## src/rtl/rgb_unpacker.sv

```systemverilog
module rgb_unpacker (
  input  logic        clk,
  input  logic        rst_n,
  input  logic [3:0]  fmt,
  input  logic        in_valid,
  input  logic [15:0] in_data,
  output logic        in_ready,
  output logic        px_valid,
  output logic [31:0] px_data,
  input  logic        px_ready,
  output logic [2:0]  bpp,
  output logic        fmt_bad
);

  typedef enum logic [1:0] {K_NONE, K_565, K_TRI, K_QUAD} kind_t;

  kind_t       kind;
  logic [1:0]  phase, eff_ph, nxt_ph;
  logic [15:0] hold;
  logic [3:0]  fmt_q;
  logic        fire, load, store;
  logic [31:0] pix;

  always_comb begin
    case (fmt)
      4'd1:       begin kind = K_565;  bpp = 3'd2; end
      4'd2, 4'd3: begin kind = K_TRI;  bpp = 3'd3; end
      4'd5, 4'd6: begin kind = K_QUAD; bpp = 3'd4; end
      default:    begin kind = K_NONE; bpp = 3'd0; end
    endcase
  end

  assign fmt_bad  = (kind == K_NONE);
  assign in_ready = !px_valid || px_ready;
  assign fire     = in_valid && in_ready;
  assign eff_ph   = (fmt != fmt_q) ? 2'd0 : phase;

  always_comb begin
    nxt_ph = 2'd0;
    load   = 1'b0;
    store  = 1'b0;
    pix    = 32'd0;
    case (kind)
      K_565: begin
        load = 1'b1;
        pix  = {8'h00, in_data[15:11], 3'b000, in_data[10:5], 2'b00, in_data[4:0], 3'b000};
      end
      K_TRI: begin
        case (eff_ph)
          2'd0: begin nxt_ph = 2'd1; store = 1'b1; end
          2'd1: begin
            nxt_ph = 2'd2; store = 1'b1; load = 1'b1;
            pix = {8'h00, hold[7:0], hold[15:8], in_data[7:0]};
          end
          default: begin
            load = 1'b1;
            pix = {8'h00, hold[15:8], in_data[7:0], in_data[15:8]};
          end
        endcase
      end
      K_QUAD: begin
        if (eff_ph == 2'd0) begin
          nxt_ph = 2'd1; store = 1'b1;
        end else begin
          load = 1'b1;
          pix = {8'h00, hold[7:0], hold[15:8], in_data[7:0]};
        end
      end
      default: ;
    endcase
  end

  always_ff @(posedge clk) begin
    if (!rst_n) begin
      phase    <= 2'd0;
      hold     <= 16'd0;
      fmt_q    <= 4'd0;
      px_valid <= 1'b0;
      px_data  <= 32'd0;
    end else begin
      fmt_q <= fmt;
      if (fire) begin
        phase <= nxt_ph;
        if (store) hold <= in_data;
      end else begin
        phase <= eff_ph;
      end
      if (fire && load) begin
        px_valid <= 1'b1;
        px_data  <= pix;
      end else if (px_ready) begin
        px_valid <= 1'b0;
      end
    end
  end

  always_comb begin
    if (rst_n) begin
      p_bpp_legal_r1: assert (bpp != 3'd1 && bpp <= 3'd4);
    end
  end

  p_flag_match_r2: assert property (@(posedge clk) disable iff (!rst_n)
    fmt_bad |-> (bpp == 3'd0));

  p_565_lsb_zero_r3: assert property (@(posedge clk) disable iff (!rst_n)
    (fire && fmt == 4'd1) |=> (px_valid && px_data[31:24] == 8'h00 &&
      px_data[18:16] == 3'b000 && px_data[9:8] == 2'b00 && px_data[2:0] == 3'b000));

  p_bad_no_pixel_r6: assert property (@(posedge clk) disable iff (!rst_n)
    (fire && fmt_bad) |=> !px_valid);

  p_stall_hold_r7: assert property (@(posedge clk) disable iff (!rst_n)
    (px_valid && !px_ready) |=> (px_valid && $stable(px_data)));

  p_stall_block_r7: assert property (@(posedge clk) disable iff (!rst_n)
    (px_valid && !px_ready) |-> !in_ready);

  p_restart_r8: assert property (@(posedge clk) disable iff (!rst_n)
    (fire && fmt != fmt_q && (fmt == 4'd2 || fmt == 4'd3)) |=> !px_valid);

endmodule

```

## config.mk

```make
export PLATFORM = sky130hd
export DESIGN_NAME = rgb_unpacker
export DESIGN_NICKNAME = d
export VERILOG_FILES = /design/src/rtl/rgb_unpacker.sv
export SDC_FILE = /design/constraint.sdc
export NUM_CORES = 1
export LEC_CHECK = 0
export ABC_AREA = 1
export BUFFER_PORTS_ARGS = -buffer_cell sky130_fd_sc_hd__buf_2
export CAP_MARGIN = 30
export CELL_PAD_IN_SITES_DETAIL_PLACEMENT = 0
export CELL_PAD_IN_SITES_GLOBAL_PLACEMENT = 1
export CORE_MARGIN = 1.5
export CORE_UTILIZATION = 40
export CTS_CLUSTER_DIAMETER = 150
export DETAILED_ROUTE_END_ITERATION = 6
export PLACE_DENSITY = 0.95
export RECOVER_POWER = 50
export SLEW_MARGIN = 10
export SYNTH_ARGS = -nofsm -noshare
export SYNTH_HDL_FRONTEND = slang
export SYNTH_SLANG_ARGS = --single-unit
```

## constraint.sdc

```tcl
create_clock -name clk -period 2.43 [get_ports clk]
set_input_delay 0.3645 -clock clk [delete_from_list [all_inputs] [get_ports clk]]
set_output_delay 0.3645 -clock clk [all_outputs]
set_load 0.1 [all_outputs]
```

==> impl_results.rst, run 1 <==
.. list-table::
   :header-rows: 1

   * - Metric
     - Value
   * - Most used DFF post-synth
     - dfxtp_1
   * - Core box area
     - ~6400 sq um
   * - Max Fanout on Critical Path
     - 16
   * - Pins Over Slew Limit
     - 0
   * - Area occupied by multi-input gates
     - 1320 sq um
   * - Total iterations of the first detailed-routing run
     - 4
   * - Area Overhead vs Synth
     - 12.1%
   * - Fraction of met3 tracks used by global routing
     - 3.15%
   * - Data arrival time of the worst path
     - around 2300 ps
   * - PwrDens
     - about 630 nW/um^2
   * - Worst skew pair latency
     - roughly 300 ps
   * - Total number of vias
     - approximately 2,600
   * - # DRC
     - 0
   * - Crit end category
     - register
   * - Worst path required time
     - 2630 ps
   * - Setup violation total in the final timing report
     - 0
   * - Final Instance Area
     - roughly 3000 sq um
   * - Overall routing resource usage
     - around a fifth
   * - Power consumption
     - approximately 1.9 mW
   * - Hold-fix buffers at CTS
     - 0
   * - Max clock buf depth
     - 2
   * - Width of the die
     - approximately 85 um
   * - Worst Path Class, Setup
     - reg -> reg
   * - Actual transition at the worst max-transition pin
     - about 1200 ps
   * - Depth of the CTS H-tree
     - 2
   * - Port Buffer Count
     - 53
   * - Initial drt markers
     - 165
   * - Proportion of register bits with asynchronous set or reset after synthesis
     - 0%
   * - Slew Limit Headroom
     - 19.1%
   * - Maxcap violations
     - 0
   * - Buffer count from post-CTS setup fixing
     - 0
   * - Synthesis warning total
     - 0
   * - Worst-case clock skew
     - roughly 9 ps
   * - Fin nets
     - 499
   * - Hold violation count in the final report
     - 0
   * - Number of synthesized flops with an enable pin
     - 0
   * - Clock transition at the register clock pins on the worst setup and hold paths after CTS
     - approximately 90 ps
   * - Cts bufs inserted
     - 5
   * - Cell area reported after detailed placement
     - about 3000 sq um
   * - Antenna violations before repair
     - 0
   * - Maximum resistive drop on vdd
     - 0.267 mV
   * - Via count of the first global-routing pass
     - between 2,000 and 2,500
   * - DPL Wire Length
     - between 4 and 5 mm
   * - Max Clk Rate
     - roughly 470 MHz
   * - Final global-route overflow total
     - 0
   * - Hold Slack
     - 284 ps
   * - Total of cells resized after clock tree synthesis
     - 0
   * - Synthesis-stage register bit count
     - 47
   * - Gate count after technology mapping
     - ~430
   * - Most common cell after layout, fill and taps aside
     - nand2_1
   * - Die H
     - roughly 85 um
   * - Area of the mapped netlist
     - around 2700 sq um
   * - Most frequent cells in the layout
     - nand2_1, nor2_1, inv_1, dfxtp_1, clkbuf_1
   * - Library cells used by synthesis
     - 30
   * - Via count normalized by instance count
     - roughly 4.7
   * - Clk sink count
     - 47
   * - Run status
     - complete, no violations
   * - Diodes inserted
     - 0
   * - Clock period minus worst slack
     - roughly 2100 ps
   * - Clock tree root buffer cell
     - clkbuf_8
   * - Area taken by flip-flops and latches
     - around 940 sq um
   * - DRT antenna net count
     - 0
   * - TritonCTS clock tree
     - yes
   * - Wire length of the first global-routing pass
     - approximately 11 mm
   * - Post-Synthesis Mean Instance Area
     - around 6.3 sq um
   * - Maximum number of pins on one net before global-route repair
     - 42
   * - Fraction of layout instances using a drive strength above 1
     - 11.8%
   * - Initial core utilization
     - around two fifths
   * - Worst Hold Class
     - in -> reg
   * - Area of the die
     - between 7000 and 8000 sq um
   * - Final Routed Wirelength
     - about 6.5 mm
   * - Final Wtd Congestion
     - about 0.8
   * - Core Rows
     - 29
   * - Per-cell routed wire length
     - 11.8 um
   * - Startpoint Class
     - register
   * - Share of synthesized area occupied by flip-flops and latches
     - around a third
   * - I/O pins
     - 62
   * - Fill count
     - a little under 700
   * - Unrepaired setup endpoints after global routing
     - false
   * - Total negative slack for setup checks
     - 0 ps
   * - Leakage power
     - 1.56 nW
   * - Met1 capacity usage during global routing
     - between 20% and 30%
   * - Grt peak-use layer
     - met2
   * - Share of the cycle needed by the critical path after routing
     - between 80 and 90%
   * - GRT met2 Usage
     - a little under a third
-- layer usage --
| layer | share of wire (%) | routed length (um) |
|---|---|---|
| met2 | 46 | 3010 |
| met4 | 1.9 | 126 |
| met3 | 5.7 | 371 |
| met1 | 46 | 3020 |
| met5 | 0 | 0 |
-- report_power, final --
| part | internal, mW | switching [mW] | total [mW] |
|---|---|---|---|
| Sequential | 0.817 | 0.0265 | 0.844 |
| Combinational | 0.0930 | 0.433 | 0.526 |
| Clock | 0.260 | 0.262 | 0.522 |
| Total | 1.17 | 0.722 | 1.89 |
-- final timing paths --
check	slack, ps	to	from	cells after the start
setup / recovery	310	hold[14]	fmt_q[1]	10
hold / removal	280	fmt_q[2]	fmt[2]	3
hold reg to reg	510	px_valid	px_valid	2
setup reg to reg	310	hold[14]	fmt_q[1]	10
-- state kept, by name (all words and copies together), names as in the netlist --
register	cells
px_data	24
phase	2
fmt_q	4
hold	16
px_valid	1
-- per-stage QoR --
step	std cells	utilization [%]	setup slack (ps)
after floorplan	432	-	182
after global placement	545	46.4	191
after detailed placement	545	46.4	150
after CTS	553	48.0	371
after global routing	553	46.9	82.5
final	553	46.9	313
-- layout make-up --
cell class	count	area share, %
sequential	47	31.4
tap	77	3.22
clock buffer	8	3.34
timing repair buffer	58	9.39
multi-input combinational	293	43.9
inverter	70	8.77
-- cells by family after synthesis --
logic type,synth area share [%]
AOI/OAI and AO/OA,11.2
DFF,35.2
buffers and inverters,16.0
other,0.140
and+or+nand+nor,37.2
xor gates and xnor gates,0.328
-- critical path: stages (launching register included) --
cell and delay [ps]:
dfxtp_1 330, inv_1 70, nand2_1 50, nand2_1 80, nor2_2 70, nand3_4 160, nand3_1 90, a21oi_1 610
inv_2 310, nor2_1 170, nor2_1 60
-- synthesized netlist by cell type (2+ instances only) --
library cell | number | area (sq um)
nor2_4 | 2 | 22.5
buf_6 | 6 | 67.6
o21ai_1 | 7 | 35.0
dfxtp_1 | 47 | 941
clkbuf_1 | 5 | 18.8
o21ai_0 | 11 | 55.1
nand4_1 | 9 | 56.3
a21oi_1 | 21 | 105
nand2_1 | 135 | 507
inv_2 | 4 | 15.0
buf_4 | 9 | 67.6
inv_1 | 65 | 244
nand2_2 | 3 | 18.8
nand3_1 | 3 | 15.0
nor2_1 | 71 | 267
nand3_4 | 3 | 52.6
nand2_4 | 3 | 33.8
buf_2 | 2 | 10.0
a21boi_0 | 6 | 45.0
o22ai_1 | 3 | 18.8
Power figures use the tool's default switching activity.
==> run 2: changes to the inputs <==
Settings changed: MAX_ROUTING_LAYER set to met4.
==> run 2 against run 1 <==
Net effect:
- cell count stayed put
- critical path type unchanged
- clock power about the same
- sequential power is essentially flat
- largest cell class unchanged
- global-route usage is 0.56 points higher
==> impl_results.rst, run 2 (synthesized netlist as in run 1, its figures left out) <==
.. list-table::
   :header-rows: 1

   * - Metric
     - Value
   * - Maximum resistive drop on vdd
     - 0.267 mV (about the same)
   * - Pins Over Slew Limit
     - 0 (unchanged)
   * - DRT antenna net count
     - 0 (unchanged)
   * - Most common cell after layout, fill and taps aside
     - nand2_1 (unchanged)
   * - Core Rows
     - 29 (unchanged)
   * - Port Buffer Count
     - 53 (unchanged)
   * - Total number of vias
     - 2,595 (was 2,620)
   * - Initial core utilization
     - 41.8% (unchanged)
   * - Worst skew pair latency
     - 300 ps (about the same)
   * - Unrepaired setup endpoints after global routing
     - false (unchanged)
   * - Die H
     - 84.7 um (unchanged)
   * - Hold violation count in the final report
     - 0 (unchanged)
   * - Depth of the CTS H-tree
     - 2 (unchanged)
   * - Clock tree root buffer cell
     - clkbuf_8 (unchanged)
   * - Max Fanout on Critical Path
     - 41 (was 16)
   * - Per-cell routed wire length
     - 11.8 um (about the same)
   * - Most frequent cells in the layout
     - nand2_1, nor2_1, inv_1, dfxtp_1, clkbuf_1 (unchanged)
   * - Antenna violations before repair
     - 0 (unchanged)
   * - Cts bufs inserted
     - 5 (unchanged)
   * - Final global-route overflow total
     - 0 (unchanged)
   * - Worst Path Class, Setup
     - reg -> reg (unchanged)
   * - Area occupied by multi-input gates
     - 1320 sq um (unchanged)
   * - Max Clk Rate
     - 473 MHz (was 472 MHz)
   * - Crit end category
     - register (unchanged)
   * - Startpoint Class
     - register (unchanged)
   * - Via count of the first global-routing pass
     - 2,381 (was 2,380)
   * - Buffer count from post-CTS setup fixing
     - 0 (unchanged)
   * - Overall routing resource usage
     - 19.2% (was 18.6%)
   * - I/O pins
     - 62 (unchanged)
   * - Maxcap violations
     - 0 (unchanged)
   * - Wire length of the first global-routing pass
     - 10.9 mm (about the same)
   * - Diodes inserted
     - 0 (unchanged)
   * - Setup violation total in the final timing report
     - 0 (unchanged)
   * - Fraction of layout instances using a drive strength above 1
     - 11.8% (unchanged)
   * - Setup slack of the critical path after layout
     - 315 ps (was 313 ps)
   * - # DRC
     - 0 (unchanged)
   * - Data arrival time of the worst path
     - 2330 ps (was 2320 ps)
   * - Via count normalized by instance count
     - 4.69 (was 4.74)
   * - Total of cells resized after clock tree synthesis
     - 0 (unchanged)
   * - Worst Hold Class
     - in -> reg (unchanged)
   * - Area taken by flip-flops and latches
     - 941 sq um (unchanged)
   * - Area Overhead vs Synth
     - 12.1% (unchanged)
   * - Final Routed Wirelength
     - 6.50 mm (was 6.53 mm)
   * - Fill count
     - 684 (unchanged)
   * - DPL Wire Length
     - 4.74 mm (unchanged)
   * - Worst setup slack before clock tree synthesis
     - 150 ps (unchanged)
   * - Final Wtd Congestion
     - 0.810 (was 0.798)
   * - Top Registers
     - px_data x24, hold x16, fmt_q x4 (unchanged)
   * - Hold-fix buffers at CTS
     - 0 (unchanged)
   * - Area of the die
     - 7180 sq um (unchanged)
   * - Width of the die
     - 84.7 um (unchanged)
   * - Final design utilization
     - 46.9% (unchanged)
   * - Number of flip-flops under the largest register name
     - 24 (unchanged)
   * - Share of the cycle needed by the critical path after routing
     - 87.0% (was 87.1%)
   * - Initial drt markers
     - 157 (was 165)
   * - Total iterations of the first detailed-routing run
     - 4 (unchanged)
   * - Maximum number of pins on one net before global-route repair
     - 42 (unchanged)
   * - Run status
     - complete, no violations (unchanged)
   * - Clk sink count
     - 47 (unchanged)
   * - Largest register by flop count
     - px_data (unchanged)
   * - Fin nets
     - 499 (unchanged)
   * - TritonCTS clock tree
     - yes (unchanged)
   * - Slew Limit Headroom
     - 17.6% (was 19.1%)
   * - Worst-case clock skew
     - 8.12 ps (was 9.01 ps)
   * - Worst path required time
     - 2640 ps (was 2630 ps)
   * - Max clock buf depth
     - 2 (unchanged)
   * - Leakage power
     - 1.56 nW (unchanged)
   * - Clock transition at the register clock pins on the worst setup and hold paths after CTS
     - 90 ps (about the same)
   * - Clock period minus worst slack
     - 2120 ps (about the same)
   * - PwrDens
     - 632 nW/um^2 (was 631 nW/um^2)
   * - Core box area
     - 6390 sq um (unchanged)
   * - Total negative slack for setup checks
     - 0 ps (unchanged)
   * - Actual transition at the worst max-transition pin
     - 1240 ps (was 1210 ps)
==> run 2: cell counts in the layout (fill, tap and decap cells not counted) <==
No cell type changed its count.
==> run 2: worst paths after layout <==
kind / from / to / slack (ps) / depth (start not counted)
max: fmt_q[1] / px_data[20] / 310 / 11
min: fmt[2] / fmt_q[2] / 280 / 3
max reg2reg: fmt_q[1] / px_data[20] / 310 / 11
min reg2reg: px_valid / px_valid / 510 / 2
==> run 2: where the power goes <==
group	internal, mW	total (mW)	switching (mW)
logic	0.0931	0.526	0.433
clock network	0.260	0.523	0.263
registers	0.817	0.843	0.0265
==> run 2: area by class of cell <==
cell class,instances,share of cell area (%)
multi-input combinational,293,43.9
sequential,47,31.4
timing repair buffer,58,9.39
inverter,70,8.77
clock buffer,8,3.34
tap,77,3.22
==> run 2: per-layer routing <==
layer | part of all wire [%] | vias to the layer above | GRT usage [%]
met5 | 0 | - | -
met4 | 2.0 | 0 | 6.01
met3 | 4.6 | 15 | 3.15
met2 | 46 | 67 | 30.9
met1 | 47 | 1149 | 24.7
li1 | - | 1364 | -
==> run 2: critical path, stage by stage (launching register included) <==
cell	delay (ps)
dfxtp_1	360
inv_1	60
nand2_1	60
nand2_1	70
nor2_2	220
o211ai_1	150
nand2_2	220
nand3_4	410
nor2_1	270
nand2_1	90
nand2_1	70
inv_1	30
==> run 2: per-stage QoR <==
stage | power (mW) | cell area [sq um] | hold slack (ps) | instances
after floorplan | 1.31 | 2700 | 458 | 432
after global placement | 1.40 | 2960 | 490 | 545
after detailed placement | 1.40 | 2960 | 496 | 545
after CTS | 1.92 | 3060 | 280 | 553
after global routing | 1.97 | 3000 | 316 | 553
final | 1.89 | 3000 | 285 | 553
==> run 3: changes to the inputs <==
Settings changed: RECOVER_POWER 50 to 25.
==> run 3 against run 2 <==
Net effect:
- clock power barely moved
- clock skew up 0.96 ps
- hold slack is essentially flat
- non-clock buffer count did not move
==> impl_results.rst, run 3 (synthesized netlist as in run 1, its figures left out) <==
.. list-table::
   :header-rows: 1

   * - Metric
     - Value
   * - Run status
     - complete, no violations (unchanged)
   * - Number of cells traversed by the worst register-to-register path
     - 11 (unchanged)
   * - Unrepaired setup endpoints after global routing
     - false (unchanged)
   * - Number of flip-flops under the largest register name
     - 24 (unchanged)
   * - Grt peak-use layer
     - met2 (unchanged)
   * - Worst Hold Class
     - in -> reg (unchanged)
   * - Family with the most delay on the worst path
     - simple AND/OR/NAND/NOR gates (unchanged)
   * - Beginning of the worst register-to-register path
     - fmt_q[1] (unchanged)
   * - Slew Limit Headroom
     - 18.0% (was 17.6%)
   * - Clock period minus worst slack
     - 2060 ps (was 2120 ps)
   * - Worst path required time
     - 2640 ps (about the same)
   * - Share of the cycle needed by the critical path after routing
     - 84.7% (was 87.0%)
   * - Wire length of the first global-routing pass
     - 10.9 mm (unchanged)
   * - Hold violation count in the final report
     - 0 (unchanged)
   * - Maximum resistive drop on vdd
     - 0.267 mV (about the same)
   * - Leakage power
     - 1.62 nW (was 1.56 nW)
   * - Most common cell after layout, fill and taps aside
     - nand2_1 (unchanged)
   * - Hold Crit Depth
     - 3 (unchanged)
   * - Total of cells resized after clock tree synthesis
     - 0 (unchanged)
   * - Clk sink count
     - 47 (unchanged)
   * - Worst Path Class, Setup
     - reg -> reg (unchanged)
   * - TritonCTS clock tree
     - yes (unchanged)
   * - Pins Over Slew Limit
     - 0 (unchanged)
   * - Die H
     - 84.7 um (unchanged)
   * - Cts bufs inserted
     - 5 (unchanged)
   * - Overall routing resource usage
     - 19.2% (unchanged)
   * - Most frequent cells in the layout
     - nand2_1, nor2_1, inv_1, dfxtp_1, buf_2 (was nand2_1, nor2_1, inv_1, dfxtp_1, clkbuf_1)
   * - Via count of the first global-routing pass
     - 2,381 (unchanged)
   * - Initial core utilization
     - 41.8% (unchanged)
   * - Core Rows
     - 29 (unchanged)
   * - Maximum number of pins on one net before global-route repair
     - 42 (unchanged)
   * - Maxcap violations
     - 0 (unchanged)
   * - Clock transition at the register clock pins on the worst setup and hold paths after CTS
     - 90 ps (about the same)
   * - Total iterations of the first detailed-routing run
     - 4 (unchanged)
   * - Diodes inserted
     - 0 (unchanged)
   * - Port Buffer Count
     - 53 (unchanged)
   * - Core box area
     - 6390 sq um (unchanged)
   * - Fraction of layout instances using a drive strength above 1
     - 14.5% (was 11.8%)
   * - Fraction of met3 tracks used by global routing
     - 3.15% (unchanged)
   * - Worst skew pair latency
     - 300 ps (about the same)
   * - Hold-fix buffers at CTS
     - 0 (unchanged)
   * - Fill count
     - 672 (was 684)
   * - Maximum cell stage delay along the critical path
     - 410 ps (about the same)
   * - Final Wtd Congestion
     - 0.810 (unchanged)
   * - GRT met2 Usage
     - 30.9% (unchanged)
   * - Max Fanout on Critical Path
     - 41 (unchanged)
   * - Max Clk Rate
     - 486 MHz (was 473 MHz)
   * - DPL Wire Length
     - 4.74 mm (unchanged)
   * - Crit path buf inv count
     - 2 (unchanged)
   * - Setup violation total in the final timing report
     - 0 (unchanged)
   * - Actual transition at the worst max-transition pin
     - 1230 ps (was 1240 ps)
   * - Power consumption
     - 1.90 mW (was 1.89 mW)
   * - Per-cell routed wire length
     - 11.8 um (about the same)
   * - Area Overhead vs Synth
     - 13.9% (was 12.1%)
   * - Width of the die
     - 84.7 um (unchanged)
   * - Total number of vias
     - 2,590 (was 2,595)
   * - Final Routed Wirelength
     - 6.50 mm (about the same)
   * - I/O pins
     - 62 (unchanged)
   * - Final global-route overflow total
     - 0 (unchanged)
   * - CP max-delay cell
     - nand3_4 (unchanged)
   * - Depth of the CTS H-tree
     - 2 (unchanged)
   * - Area of the die
     - 7180 sq um (unchanged)
   * - Reg-to-reg setup timing slack
     - 370 ps (was 310 ps)
   * - PwrDens
     - 624 nW/um^2 (was 632 nW/um^2)
   * - Crit end category
     - register (unchanged)
   * - Data arrival time of the worst path
     - 2270 ps (was 2330 ps)
   * - Most frequent cell on the critical path
     - nand2_1 (unchanged)
   * - Fin nets
     - 499 (unchanged)
   * - Crit path cell chain
     - inv_1 > nand2_1 > nand2_1 > nor2_4 > o211ai_1 > nand2_2 > nand3_4 > nor2_1 > nand2_1 > nand2_1 > inv_1 (was inv_1 > nand2_1 > nand2_1 > nor2_2 > o211ai_1 > nand2_2 > nand3_4 > nor2_1 > nand2_1 > nand2_1 > inv_1)
   * - Buffer count from post-CTS setup fixing
     - 0 (unchanged)
   * - Startpoint Class
     - register (unchanged)
   * - Via count normalized by instance count
     - 4.68 (was 4.69)
   * - DRT antenna net count
     - 0 (unchanged)
   * - Max clock buf depth
     - 2 (unchanged)
   * - Top Registers
     - px_data x24, hold x16, fmt_q x4 (unchanged)
   * - Largest register by flop count
     - px_data (unchanged)
   * - Antenna violations before repair
     - 0 (unchanged)
   * - Depth of the critical timing path with buffers and inverters included
     - 11 (unchanged)
   * - Met1 capacity usage during global routing
     - 24.7% (unchanged)
   * - Initial drt markers
     - 178 (was 157)
   * - Startpoint of the worst hold path
     - fmt[2] (unchanged)
   * - Worst reg2reg path endpoint
     - px_data[20] (unchanged)
   * - Capture endpoint of the worst hold path
     - fmt_q[2] (unchanged)
   * - Clock tree root buffer cell
     - clkbuf_8 (unchanged)
   * - Total negative slack for setup checks
     - 0 ps (unchanged)
   * - Worst-case clock skew
     - 9.08 ps (was 8.12 ps)
   * - # DRC
     - 0 (unchanged)
## run 3: cell types whose count changed in the layout (fill, tap and decap cells not counted)
cell,change
clkbuf_2,-1
clkbuf_1,-12
a21oi_4,+1
a21oi_1,-1
buf_12,+1
buf_2,+12
nor2_4,+1
nor2_2,-1
## run 3: metal layers
metal / vias up / share of wire [%]
met5: - / 0
met4: 0 / 2.0
met3: 14 / 5.8
met2: 71 / 46
met1: 1140 / 46
li1: 1365 / -
## run 3: power by group
part | internal [mW] | total, mW | switching [mW]
clock network | 0.260 | 0.521 | 0.261
logic | 0.101 | 0.536 | 0.435
registers | 0.817 | 0.843 | 0.0261
## run 3: worst max path at each step
stage | startpoint | end | slack (ps)
6_report | fmt_q[1] | px_data[20] | 370
5_1_grt | fmt_q[1] | px_data[20] | 150
4_1_cts | fmt_q[1] | px_data[20] | 370
3_5_place_dp | fmt[3] | px_data[20] | 150
3_3_place_gp | fmt[3] | px_data[20] | 190
2_1_floorplan | fmt[3] | bpp[1] | 180
## run 3: tightest hold or removal path, cell delays in order
cell	delay, ps
buf_2	110
nand2_1	50
inv_1	40
## run 3: final cells by class
type | count | area [sq um] | area share, %
Multi-Input combinational cell | 293 | 1330 | 43.8
Timing Repair Buffer | 58 | 312 | 10.2
Sequential cell | 47 | 941 | 30.9
Clock buffer | 8 | 100 | 3.29
Tap cell | 77 | 96.3 | 3.17
Inverter | 70 | 263 | 8.63
## run 3: through the flow
step                instances  area, sq um  util [%]  setup WS [ps]  hold slack (ps)
floorplan                 432         2700         -            182              458
global placement          545         2960      46.4            191              490
detailed placement        545         2960      46.4            150              496
CTS                       553         3060      48.0            371              280
global route              553         3040      47.6            148              316
finish                    553         3040      47.6            371              285
